File: src/rtl/wdog2_pkg.sv
package wdog2_pkg;
  localparam int ADDR_W = 12;
  localparam int DATA_W = 32;
  localparam int CNT_W  = 64;

  localparam logic [ADDR_W-1:0] OFF_CS     = 12'h000;
  localparam logic [ADDR_W-1:0] OFF_PER_LO = 12'h008;
  localparam logic [ADDR_W-1:0] OFF_PER_HI = 12'h00C;
  localparam logic [ADDR_W-1:0] OFF_DL_LO  = 12'h010;
  localparam logic [ADDR_W-1:0] OFF_DL_HI  = 12'h014;
  localparam logic [ADDR_W-1:0] OFF_REFR   = 12'h000;
  localparam logic [ADDR_W-1:0] OFF_IDENT  = 12'hFCC;

  function automatic int period_width(int rev);
    return (rev == 0) ? 32 : 48;
  endfunction
endpackage

File: src/rtl/wdog2_regs.sv
module wdog2_regs
  import wdog2_pkg::*;
#(
  parameter int REV   = 1,
  parameter int PER_W = 48
) (
  input  logic              clk,
  input  logic              rst_n,
  input  logic              req_valid,
  input  logic              req_write,
  input  logic              req_frame,
  input  logic [ADDR_W-1:0] req_addr,
  input  logic [DATA_W-1:0] req_wdata,
  input  logic [CNT_W-1:0]  dl,
  input  logic              ws0,
  input  logic              ws1,
  output logic              en,
  output logic [PER_W-1:0]  per_nxt,
  output logic              refresh,
  output logic [DATA_W-1:0] rd_data
);
  localparam int HI_W = PER_W - 32;

  logic wr_c, wr_cs, wr_lo, wr_hi, wr_refr, rd_en;
  logic en_q, en_d;
  logic [31:0] lo_q, lo_d;
  logic [DATA_W-1:0] hi_rd;
  logic [DATA_W-1:0] ident;

  assign wr_c    = req_valid & req_write & ~req_frame;
  assign wr_cs   = wr_c & (req_addr == OFF_CS);
  assign wr_lo   = wr_c & (req_addr == OFF_PER_LO);
  assign wr_hi   = wr_c & (req_addr == OFF_PER_HI) & (HI_W > 0);
  assign wr_refr = req_valid & req_write & req_frame & (req_addr == OFF_REFR);
  assign rd_en   = req_valid & ~req_write;
  assign refresh = wr_cs | wr_lo | wr_hi | wr_refr;
  assign ident   = DATA_W'(REV & 15) << 16;

  always_comb begin
    en_d = en_q;
    if (wr_cs) en_d = req_wdata[0];
    lo_d = lo_q;
    if (wr_lo) lo_d = req_wdata;
  end

  always_ff @(posedge clk or negedge rst_n) begin
    if (!rst_n) begin
      en_q <= 1'b0;
      lo_q <= '0;
    end else begin
      if (wr_cs) en_q <= en_d;
      if (wr_lo) lo_q <= lo_d;
    end
  end

  generate
    if (HI_W > 0) begin : g_hi
      logic [HI_W-1:0] hi_q, hi_d;
      always_comb begin
        hi_d = hi_q;
        if (wr_hi) hi_d = req_wdata[HI_W-1:0];
      end
      always_ff @(posedge clk or negedge rst_n) begin
        if (!rst_n)     hi_q <= '0;
        else if (wr_hi) hi_q <= hi_d;
      end
      assign per_nxt = {hi_d, lo_d};
      assign hi_rd   = DATA_W'(hi_q);
    end else begin : g_nohi
      assign per_nxt = lo_d;
      assign hi_rd   = '0;
    end
  endgenerate

  always_comb begin
    rd_data = '0;
    if (rd_en) begin
      if (req_frame) begin
        if (req_addr == OFF_IDENT) rd_data = ident;
      end else begin
        case (req_addr)
          OFF_CS:     rd_data = {29'd0, ws1, ws0, en_q};
          OFF_PER_LO: rd_data = lo_q;
          OFF_PER_HI: rd_data = hi_rd;
          OFF_DL_LO:  rd_data = dl[31:0];
          OFF_DL_HI:  rd_data = dl[63:32];
          OFF_IDENT:  rd_data = ident;
          default:    rd_data = '0;
        endcase
      end
    end
  end

  assign en = en_q;
endmodule

File: src/rtl/wdog2_expiry.sv
module wdog2_expiry
  import wdog2_pkg::*;
(
  input  logic             clk,
  input  logic             rst_n,
  input  logic             por_n,
  input  logic             en,
  input  logic             refresh,
  input  logic [CNT_W-1:0] per_ext,
  input  logic [CNT_W-1:0] sys_cnt,
  output logic [CNT_W-1:0] dl,
  output logic             ws0,
  output logic             ws1
);
  logic [CNT_W-1:0] dl_q, dl_d;
  logic ws0_q, ws0_d, ws1_q, ws1_d;
  logic passed;

  assign passed = sys_cnt > dl_q;

  always_comb begin
    dl_d  = dl_q;
    ws0_d = ws0_q;
    ws1_d = ws1_q;
    if (refresh) begin
      dl_d  = sys_cnt + per_ext;
      ws0_d = 1'b0;
    end else if (en && passed) begin
      if (!ws0_q) begin
        ws0_d = 1'b1;
        dl_d  = sys_cnt + per_ext;
      end else begin
        ws1_d = 1'b1;
      end
    end
  end

  always_ff @(posedge clk or negedge rst_n) begin
    if (!rst_n) begin
      dl_q  <= '0;
      ws0_q <= 1'b0;
    end else begin
      dl_q  <= dl_d;
      ws0_q <= ws0_d;
    end
  end

  always_ff @(posedge clk or negedge por_n) begin
    if (!por_n) ws1_q <= 1'b0;
    else        ws1_q <= ws1_d;
  end

  assign dl  = dl_q;
  assign ws0 = ws0_q;
  assign ws1 = ws1_q;
endmodule

File: src/rtl/wdog2_top.sv
module wdog2_top
  import wdog2_pkg::*;
#(
  parameter int REV = 1
) (
  input  logic              clk,
  input  logic              rst_n,
  input  logic              por_n,
  input  logic [63:0]       sys_cnt,
  input  logic              req_valid,
  input  logic              req_write,
  input  logic              req_frame,
  input  logic [11:0]       req_addr,
  input  logic [31:0]       req_wdata,
  output logic [31:0]       rd_data,
  output logic              warn_irq,
  output logic              reset_req
);
  localparam int PER_W = period_width(REV);

  logic             en_q;
  logic             refresh;
  logic [PER_W-1:0] per_nxt;
  logic [CNT_W-1:0] per_ext;
  logic [CNT_W-1:0] dl;
  logic             ws0, ws1;

  assign per_ext = CNT_W'(per_nxt);

  wdog2_regs #(.REV(REV), .PER_W(PER_W)) u_regs (
    .clk(clk), .rst_n(rst_n),
    .req_valid(req_valid), .req_write(req_write), .req_frame(req_frame),
    .req_addr(req_addr), .req_wdata(req_wdata),
    .dl(dl), .ws0(ws0), .ws1(ws1),
    .en(en_q), .per_nxt(per_nxt), .refresh(refresh), .rd_data(rd_data)
  );

  wdog2_expiry u_exp (
    .clk(clk), .rst_n(rst_n), .por_n(por_n),
    .en(en_q), .refresh(refresh), .per_ext(per_ext), .sys_cnt(sys_cnt),
    .dl(dl), .ws0(ws0), .ws1(ws1)
  );

  assign warn_irq  = ws0 & en_q;
  assign reset_req = ws1 & en_q;
endmodule

File: config.mk
export PLATFORM = sky130hd
export DESIGN_NAME = wdog2_top
export DESIGN_NICKNAME = d
export VERILOG_FILES = /design/src/rtl/wdog2_pkg.sv /design/src/rtl/wdog2_regs.sv /design/src/rtl/wdog2_expiry.sv /design/src/rtl/wdog2_top.sv
export SDC_FILE = /design/constraint.sdc
export NUM_CORES = 1
export LEC_CHECK = 0
export ABC_AREA = 1
export BUFFER_PORTS_ARGS = -buffer_cell sky130_fd_sc_hd__buf_2
export CORE_MARGIN = 4
export CORE_UTILIZATION = 30
export DETAILED_ROUTE_END_ITERATION = 10
export GPL_TIMING_DRIVEN = 0
export SLEW_MARGIN = 20
export SYNTH_ARGS = -nofsm -noshare
export SYNTH_HDL_FRONTEND = slang
export SYNTH_SLANG_ARGS = --single-unit
File: constraint.sdc
create_clock -name clk -period 2.1 [get_ports clk]
set_clock_uncertainty 0.05 [all_clocks]
set_input_delay 0.21 -clock clk [delete_from_list [all_inputs] [get_ports clk]]
set_output_delay 0.21 -clock clk [all_outputs]
set_load 0.02 [all_outputs]
==> impl_metrics.csv, run 1 <==
group,metric,value,unit
pwr,irDropWorstVdd,0.517,mV
finish,drive_gt1_share,43.1,%
logic_synthesis,synth_top_cell_area_share,23.4,%
timing,rsz0062_at_grt,"true",
worst_setup_path,cp.arrival,3.29,ns
finish,layout_common_cells,"400 x nand2_1, 279 x inv_1, 148 x buf_2, 115 x buf_4, 114 x dfrtp_1",
logic_synthesis,synthCells,1890,
finish,layout.cells.non_filler,2779,
timing,period_minus_slack,3.00,ns
timing,tightest_slew,0.647,ns
worst_setup_path,path_max_fanout,5,
route,drtIter0Drc,1137,
timing,hold_viol,0,
timing,setup_viol_count_final,98,
clocking,cts_num_sinks,115,
hold_path,min_path_type,"input port to asynchronous set/reset pin",
placement,io_buffer_count,147,
logic_synthesis,synth_cell_types,46,
placement,place_ws,-2.02,ns
worst_setup_path,cp_data_required_time,2.39,ns
timing,max_freq,334,MHz
route,drc,0,
grt,grt_overflow,0,
die,io_pins,148,
grt,grt_use_total,24.4,%
die,die_area,44200,um^2
route,highest_layer,"met4",
worst_setup_path,start_kind,"input port",
timing,fin_hold_ws,0.0191,ns
clocking,clkLatencyLatePin,0.45,ns
logic_synthesis,synthTopCellsByArea,"dfrtp_1 23%, nand2_1 16%, ha_1 12%",
run,drv_cap,0,
logic_synthesis,syn_area_per_cell,6.50,um^2
clocking,clock-root-buffer,"clkbuf_16",
logic_synthesis,ys.flop_type,"dfrtp_1",
grt,grt_max_degree,59,
timing,relSlewSlack,56.9,%
timing,fin_ws,-0.896,ns
route,first_pass_iters,5,
route,antenna_left,0,
die,die_x,210,um
finish,n_antenna_cell,0,
placement,globalplace.congestion,1.03,
worst_setup_path,crit_type,"input port to register",
logic_synthesis,ys_ff_latch,115,
finish,nNetsFinal,2474,
route,vias,14000,
worst_setup_path,crit_start,"req_addr[5]",
logic_synthesis,synth_nets,2123,
worst_setup_path,endpoint_kind,"register",
die,fp.dieH,210,um
clocking,cts_tree,"done",
route,met3WireLength,2740,um
placement,hpwlAfterDp,43800,um
clocking,clockBufferDepth,2,
route,vias_per_cell,5.05,
timing,fin_crit_sh,143,%
logic_synthesis,synth-async-reset-ratio,100,%
route,met2WireLength,27100,um
route,wirelength,56300,um
logic_synthesis,syn-cell-area,12300,um^2
logic_synthesis,yosys.area.top_type,"dfrtp_1",
pwr,power_density,325,nW/um^2
pwr,leakage,9.55,nW
finish,final_common_cell,"nand2_1",
grt,grt_pass1_wl,82100,um
status,violations,"negative setup slack",
grt,antenna_found_initial,0,
timing,final_max_slew_viol_count,0,
status,status,"finished, violations left",
finish,fin_area,19600,um^2
logic_synthesis,synth.yosys.seq_area_share,23.4,%
logic_synthesis,yosys_warnings,0,
finish,fillers,3839,
finish,seq_area,2880,um^2
worst_setup_path,reg2reg_from,"u_exp.dl[23]$_DFFE_PN0P_",
placement,dp.cells,2563,
logic_synthesis,synth_enable_flop_cells,0,
die,core-area,40100,um^2
grt,first_global_vias,14000,
clocking,cts_made_buffers,17,
placement,placed_area,14500,um^2
route,routedWlPerCell,20.3,um
clocking,path_clk_slew,0.07,ns
die,rows,73,
finish,syn_to_final_growth,59.5,%
die,start_util,30.6,%
clocking,cts_max_level,4,
timing,fin_setup_tns,-58.74,ns
route,wl_met1,24900,um
finish,multi_input_area,11100,um^2
worst_setup_path,worst-r2r-setup-slack,-0.61,ns
[per-layer routing]
layer	up-vias	global-route usage, %
met5	-	0
met4	0	7.58
met3	72	2.98
met2	428	41.0
met1	6816	32.8
li1	6721	-
[where the power goes]
part	leakage, nW	switching (mW)	internal [mW]
clock network	0.277	1.26	1.67
registers	1.58	0.0107	2.23
logic	7.69	0.736	0.463
total	9.55	2.01	4.36
[flip-flops by register name (all words and copies together) (netlist names)]
| register | cells |
|---|---|
| u_exp.dl | 64 |
| u_regs.lo_q | 32 |
| u_regs.g_hi.hi_q | 16 |
| u_exp.ws0 | 1 |
| u_exp.ws1 | 1 |
| u_regs.en | 1 |
[cell usage after synthesis, types with 5 or more instances]
cell type,n
a21oi_2,9
nand3_2,35
nand2_1,535
xor2_1,36
buf_2,11
nor3_1,13
nand3_1,105
nor4_1,8
a21oi_1,139
o21a_1,5
inv_1,349
ha_1,118
buf_6,11
nor2_1,187
buf_12,5
mux2i_1,43
nand4_1,23
dfrtp_1,115
o21ai_0,76
o22ai_1,17
[worst paths after layout]
kind                                                    endpoint  cells after the start
worst min register to register             u_exp.ws1$_DFFE_PN0P_                      2
min in group clk                u_regs.g_hi.hi_q[14]$_DFFE_PN0P_                      3
worst max-delay path                    u_exp.dl[39]$_DFFE_PN0P_                     23
worst max register to register          u_exp.dl[13]$_DFFE_PN0P_                     15
worst min-delay path                       u_exp.ws1$_DFFE_PN0P_                      2
max in group asynchronous            u_regs.lo_q[30]$_DFFE_PN0N_                      3
[critical path: stages]
cell,delay (ns)
buf_8,0.10
nor4_4,0.31
buf_4,0.18
nand3_4,0.07
nor2_4,0.17
buf_12,0.17
buf_16,0.15
buf_12,0.12
mux2i_4,0.22
inv_2,0.07
ha_4,0.26
a21oi_4,0.17
nand2_4,0.09
nand2_2,0.09
nand2b_4,0.08
buf_4,0.14
nand2_2,0.07
nand3_4,0.14
nand2_2,0.10
nand2_2,0.09
xor2_1,0.15
nand2_1,0.07
nand2_1,0.05
[stage by stage]
stage / power (mW) / util [%]
6_report: 6.37 / 48.8
3_5_place_dp: 3.18 / 36.3
3_3_place_gp: 3.16 / 36.2
4_1_cts: 6.29 / 45.0
5_1_grt: 6.62 / 48.8
2_1_floorplan: 2.77 / -
[kinds of logic after synthesis]
kind of cell    after synthesis  synth area share (%)
mux                          43                  3.51
flops                       115                  23.4
compound gates              259                  11.4
fa+ha+maj                   119                  12.2
buf+inv                     389                  13.6
simple gates                928                  33.2
xor+xnor                     37                  2.64
[final cells by class]
| type | count | area share [%] |
|---|---|---|
| clock buffer | 18 | 2.24 |
| inverter | 353 | 6.80 |
| timing repair buffer | 332 | 13.1 |
| multi-input combinational | 1386 | 56.9 |
| buffer | 36 | 2.22 |
| tap | 525 | 3.35 |
| clock inverter | 14 | 0.664 |
| sequential | 115 | 14.7 |
[repair_timing]
action                                 CTS  global route
setup endpoints to repair               98            99
hold buffers                            39             0
setup buffers                           81            59
endpoints found under the hold margin   95             0
pin swaps                               76           109
gates resized for setup                436           250
cloned                                   5             1
No activity file was read; power rests on OpenSTA's default activity.
==> inputs of run 2 (changes only) <==
--- a/config.mk
+++ b/config.mk
@@ -11,6 +11,7 @@
 export CORE_UTILIZATION = 30
 export DETAILED_ROUTE_END_ITERATION = 10
 export GPL_TIMING_DRIVEN = 0
+export PLACE_DENSITY = 0.53
 export SLEW_MARGIN = 20
 export SYNTH_ARGS = -nofsm -noshare
 export SYNTH_HDL_FRONTEND = slang
==> impl_metrics.csv, run 2 (synthesis results as in run 1) <==
group,metric,value,unit
grt,grt_use_total,25.3,%
route,drtIter0Drc,928,
finish,layout.cells.non_filler,2824,
placement,place_ws,-2.05,ns
status,status,"finished, violations left",
clocking,cts_made_buffers,17,
finish,n_antenna_cell,0,
worst_setup_path,worst-r2r-setup-slack,-0.54,ns
grt,grt_max_degree,62,
worst_setup_path,endpoint_kind,"register",
hold_path,hold_depth,3,
timing,hold_viol,0,
worst_setup_path,r2r-end,"u_exp.dl[18]$_DFFE_PN0P_",
die,die_x,210,um
worst_setup_path,crit_type,"input port to register",
finish,seq_area,2880,um^2
status,violations,"negative setup slack",
grt,antenna_found_initial,4,
run,drv_cap,0,
timing,final_max_slew_viol_count,0,
die,fp.dieH,210,um
placement,io_buffer_count,147,
worst_setup_path,cp_data_required_time,2.45,ns
route,vias_per_cell,5.05,
finish,final_common_cell,"nand2_1",
pwr,power_density,325,nW/um^2
grt,first_global_vias,13900,
hold_path,min_path_type,"input port to register",
timing,fin_crit_sh,138,%
finish,fin_util,53.8,%
placement,dp.cells,2563,
clocking,path_clk_slew,0.06,ns
clocking,clock-root-buffer,"clkbuf_16",
die,die_area,44200,um^2
hold_path,holdPathEnd,"u_regs.lo_q[1]$_DFFE_PN0N_",
worst_setup_path,start_kind,"input port",
timing,period_minus_slack,2.90,ns
timing,setup_viol_count_final,98,
finish,syn_to_final_growth,75.8,%
timing,relSlewSlack,60.7,%
grt,grt_overflow,0,
grt,grt_pass1_wl,84400,um
finish,largest_reg_flops,64,
hold_path,min-delay-start,"req_wdata[1]",
clocking,cts_tree,"done",
clocking,clkLatencyLatePin,0.46,ns
pwr,leakage,10.2,nW
worst_setup_path,reg2regPathDepth,16,
placement,placed_area,14500,um^2
worst_setup_path,path_max_fanout,5,
finish,fillers,3665,
route,first_pass_iters,5,
pwr,power.total,7.01,mW
die,io_pins,148,
finish,drive_gt1_share,51.8,%
die,core-area,40100,um^2
pwr,irDropWorstVdd,0.546,mV
die,start_util,30.6,%
clocking,clockBufferDepth,2,
timing,max_freq,344,MHz
die,rows,73,
finish,fin_area,21600,um^2
timing,tightest_slew,0.589,ns
placement,globalplace.congestion,0.951,
route,antenna_left,0,
route,routedWlPerCell,21.0,um
finish,nNetsFinal,2520,
timing,rsz0062_at_grt,"true",
worst_setup_path,cp.arrival,3.25,ns
finish,multi_input_area,12200,um^2
finish,layout_common_cells,"366 x nand2_1, 230 x inv_1, 141 x buf_4, 116 x buf_2, 113 x dfrtp_1",
worst_setup_path,reg2reg_from,"u_exp.dl[16]$_DFFE_PN0P_",
clocking,cts_num_sinks,115,
route,drc,0,
route,wirelength,59400,um
placement,hpwlAfterDp,44700,um
timing,fin_ws,-0.804,ns
route,vias,14300,
clocking,cts_max_level,4,
run 2: timing repair:
action,4_1_cts,5_1_grt
setup endpoints to repair,98,98
buffers inserted,83,101
hold buffers,39,0
pin swaps,130,183
resized for setup,556,520
cloned,6,8
endpoints found under the hold margin,90,0
run 2: area by class of cell:
type	instances	share of cell area (%)
Buffer	35	2.25
Clock buffer	21	2.18
Clock inverter	10	0.939
Inverter	353	6.29
Multi-Input combinational cell	1387	56.5
Sequential cell	115	13.3
Tap cell	525	3.04
Timing Repair Buffer	378	15.4
run 2: per-stage QoR:
stage               hold slack, ns  setup TNS (ns)
floorplan                   -0.136          -35.14
global placement           -0.0611         -206.72
detailed placement         -0.0597         -108.15
CTS                        0.00665          -49.30
global route                0.0774          -61.76
finish                      0.0610          -49.96
run 2: critical path, cell delays in order:
cell       delay [ns]
buf_8            0.10
nor4_4           0.34
nand3_2          0.14
nor2_4           0.17
buf_6            0.17
clkbuf_16        0.18
mux2i_4          0.25
inv_2            0.08
ha_4             0.35
buf_12           0.13
nand2_8          0.07
nor2_4           0.19
nand2_2          0.07
nor2_2           0.09
nand2_2          0.07
nand3_4          0.11
nand2_2          0.07
nand2_2          0.08
xor2_2           0.20
nand2_1          0.10
nand2_1          0.06
run 2: layer usage:
metal,wire [um],track usage (%)
met3,3050,3.36
met1,26200,34.4
met4,2270,8.78
met2,27800,41.4
met5,0,0
run 2: power breakdown:
group	switching (mW)	internal (mW)	leakage, nW
registers	0.0113	2.23	1.58
logic	0.783	0.521	8.27
clock network	1.16	2.30	0.329
total	1.95	5.05	10.2
run 2: worst max-delay path by stage:
stage	from	slack, ns	endpoint	cells after the start
after detailed placement	req_addr[4]	-2.05	u_exp.dl[50]$_DFFE_PN0P_	20
after CTS	req_addr[6]	-0.71	u_exp.dl[30]$_DFFE_PN0P_	22
after global routing	req_addr[5]	-0.97	u_exp.dl[62]$_DFFE_PN0P_	21
after global placement	req_addr[4]	-2.03	u_exp.dl[50]$_DFFE_PN0P_	20
after floorplan	req_addr[6]	-0.75	u_exp.dl[53]$_DFFE_PN0P_	20
final	req_addr[5]	-0.80	u_exp.dl[32]$_DFFE_PN0P_	21
==> inputs of run 3 (changes only) <==
--- a/config.mk
+++ b/config.mk
@@ -12,7 +12,9 @@
 export DETAILED_ROUTE_END_ITERATION = 10
 export GPL_TIMING_DRIVEN = 0
 export PLACE_DENSITY = 0.53
+export RECOVER_POWER = 25
 export SLEW_MARGIN = 20
 export SYNTH_ARGS = -nofsm -noshare
 export SYNTH_HDL_FRONTEND = slang
+export SYNTH_HIERARCHICAL = 1
 export SYNTH_SLANG_ARGS = --single-unit
==> impl_metrics.csv, run 3 <==
group,metric,value,unit
pwr,p_sw,2.51,mW
route,antenna_left,0,
route,wirelength,63700,um
grt,grt_busiest_layer,"met2",
logic_synthesis,synth.yosys.seq_area_share,22.6,%
grt,grt_max_degree,66,
worst_setup_path,cp_data_required_time,2.39,ns
pwr,power_frac_comb,23.9,%
finish,layout_common_cells,"535 x nand2_1, 276 x inv_1, 152 x buf_4, 130 x nand2_2, 122 x buf_2",
timing,period_minus_slack,2.92,ns
route,vias_per_cell,5.08,
clocking,path_clk_slew,0.07,ns
logic_synthesis,ys.flop_type,"dfrtp_1",
clocking,cts_made_buffers,17,
grt,use_met1,35.5,%
pwr,seqPwrFrac,31.7,%
pwr,leakage,10.4,nW
hold_path,min_path_type,"input port to register",
clocking,clkLatencyLatePin,0.47,ns
worst_setup_path,start_kind,"input port",
grt,grt_util_met2,41.7,%
die,start_util,30.3,%
logic_synthesis,syn-cell-area,12700,um^2
clocking,cts_num_sinks,115,
clocking,clock-root-buffer,"clkbuf_16",
die,io_pins,148,
route,first_pass_iters,5,
worst_setup_path,path_max_fanout,6,
timing,hold_viol,0,
logic_synthesis,muxShareOfSynthArea,0,%
timing,fin_setup_tns,-41.75,ns
logic_synthesis,ys_ff_latch,115,
logic_synthesis,syn_area_per_cell,5.97,um^2
finish,nNetsFinal,2764,
logic_synthesis,synth_enable_flop_cells,0,
finish,multi_input_area,12200,um^2
timing,fin_crit_sh,139,%
finish,syn_to_final_growth,65.9,%
worst_setup_path,worst-r2r-setup-slack,-0.47,ns
route,drc,0,
logic_synthesis,yosys.cell_count.top_type,"nand2_1",
timing,max_freq,342,MHz
timing,rsz0062_at_grt,"true",
pwr,p_int,4.62,mW
worst_setup_path,cp.arrival,3.22,ns
finish,fin_area,21100,um^2
logic_synthesis,synthCells,2132,
logic_synthesis,synth_xor_area_share,2.62,%
logic_synthesis,synth_commonest_cells,"742 x nand2_1, 325 x inv_1, 225 x nor2_1, 144 x nand3_1, 127 x ha_1",
clocking,cts_tree,"done",
logic_synthesis,synth_compound_area_share,12.2,%
finish,drive_gt1_share,42.5,%
timing,fin_ws,-0.825,ns
hold_path,holdPathEnd,"u_regs/lo_q[18]$_DFFE_PN0N_",
grt,grt_overflow,0,
pwr,swShare,35.2,%
die,rows,75,
finish,n_antenna_cell,0,
logic_synthesis,synth_top_cell_area_share,22.6,%
die,core-area,41900,um^2
worst_setup_path,reg2regPathDepth,17,
die,die_x,214,um
grt,first_global_vias,14900,
timing,tightest_slew,1.51,ns
logic_synthesis,synthTopCellsByArea,"dfrtp_1 23%, nand2_1 22%, ha_1 12%",
logic_synthesis,synth_fa_ha_area_share,12.6,%
run,drv_cap,1,
route,routedWlPerCell,20.7,um
pwr,power_density,337,nW/um^2
finish,largest_reg_flops,64,
hold_path,min-delay-start,"req_wdata[18]",
logic_synthesis,synth-simple-area-share,37.6,%
finish,seq_area,2880,um^2
placement,placed_area,14500,um^2
grt,grt_use_total,26.1,%
pwr,irDropWorstVdd,0.648,mV
hold_path,hold_depth,3,
die,fp.dieH,214,um
grt,use_met3,4.87,%
status,status,"finished, violations left",
die,die_area,45800,um^2
status,violations,"max-capacitance violations, max-slew violations, negative setup slack",
clocking,cts_max_level,4,
placement,io_buffer_count,147,
pwr,power_frac_clock,44.4,%
clocking,clockBufferDepth,2,
finish,final_common_cell,"nand2_1",
worst_setup_path,r2r-end,"u_exp/dl[28]$_DFFE_PN0P_",
logic_synthesis,synth_cell_types,38,
route,vias,15600,
timing,relSlewSlack,-0.526,%
timing,setup_viol_count_final,93,
finish,fillers,4107,
logic_synthesis,yosys_warnings,6,
logic_synthesis,yosys.area.top_type,"dfrtp_1",
placement,globalplace.congestion,0.960,
logic_synthesis,synth_top_family_by_area,"simple AND/OR/NAND/NOR gates",
worst_setup_path,endpoint_kind,"register",
timing,final_max_slew_viol_count,49,
grt,grt_pass1_wl,90600,um
grt,antenna_found_initial,0,
route,drtIter0Drc,1397,
worst_setup_path,reg2reg_from,"u_regs/lo_q[0]$_DFFE_PN0N_",
placement,hpwlAfterDp,48300,um
worst_setup_path,crit_type,"input port to register",
logic_synthesis,synth-async-reset-ratio,100,%
[run 3: through the flow]
stage          setup slack, ns  instances  hold slack (ns)  util [%]  total power [mW]
4_1_cts                 -0.811       3017          0.00369      44.7              6.94
2_1_floorplan           -0.684       2147           -0.136         -              3.01
3_5_place_dp             -1.82       2834          -0.0613      34.6              3.47
5_1_grt                 -0.918       3074           0.0325      50.3              7.44
3_3_place_gp             -1.85       2833          -0.0641      34.5              3.45
6_report                -0.825       3074           0.0328      50.3              7.12
[run 3: logic make-up (layout without fill, tap and decap cells)]
kind of cell,Yosys count,in the layout
xor+xnor,38,38
simple gates,1176,1177
buf+inv,378,765
flops,115,115
fa+ha+maj,128,128
compound gates,296,296
other cells,1,16
[run 3: area by class of cell]
class / count / share of cell area [%]
tap: 539 / 3.19
clock inverter: 15 / 0.871
sequential: 115 / 13.7
timing repair buffer: 360 / 14.2
inverter: 328 / 5.87
buffer: 45 / 2.45
clock buffer: 17 / 2.02
multi-input combinational: 1655 / 57.7
[run 3: power groups by stage]
stage	Clock [mW]	Sequential, mW	Combinational, mW
2_1_floorplan	0	2.29	0.714
3_3_place_gp	0	2.30	1.14
3_5_place_dp	0	2.30	1.16
4_1_cts	3.22	2.26	1.46
5_1_grt	3.32	2.26	1.87
6_report	3.16	2.26	1.70
[run 3: what timing repair did]
action,CTS,global route
pin swaps,152,213
gates resized for setup,535,494
setup buffers,121,70
cloned,8,3
endpoints found under the hold margin,70,0
setup endpoints to repair,97,97
hold buffers,23,0
[run 3: worst max-delay path, stage by stage]
cell and delay (ns):
buf_8 0.10, nor2_4 0.09, nand2_2 0.08, nor2_4 0.14
and2_4 0.17, nand4_4 0.18, buf_6 0.20, buf_12 0.14
buf_12 0.14, o21ai_4 0.17, ha_4 0.25, a21oi_4 0.21
inv_1 0.06, nor2_1 0.11, nand2_2 0.13, nand3_2 0.08
nand3b_1 0.25, nand3_2 0.23, nand2_1 0.07, nand2_1 0.06
nand2_1 0.04, nand2_1 0.06, nand2_1 0.05
[run 3: how the worst max path moves through the flow]
stage / from / endpoint / slack [ns] / cells after the start
finish: req_addr[8] / u_exp/dl[55]$_DFFE_PN0P_ / -0.82 / 23
global route: req_addr[8] / u_exp/dl[55]$_DFFE_PN0P_ / -0.92 / 23
CTS: req_addr[6] / u_exp/dl[61]$_DFFE_PN0P_ / -0.81 / 24
detailed placement: req_addr[9] / u_exp/dl[60]$_DFFE_PN0P_ / -1.82 / 23
global placement: req_addr[9] / u_exp/dl[60]$_DFFE_PN0P_ / -1.85 / 24
floorplan: req_addr[1] / u_exp/dl[34]$_DFFE_PN0P_ / -0.68 / 22
[run 3: layer usage]
metal	vias to the layer above	wire, um
met1	7423	28300
met5	-	0
met4	0	2550
met3	101	4130
li1	7511	-
met2	571	28700
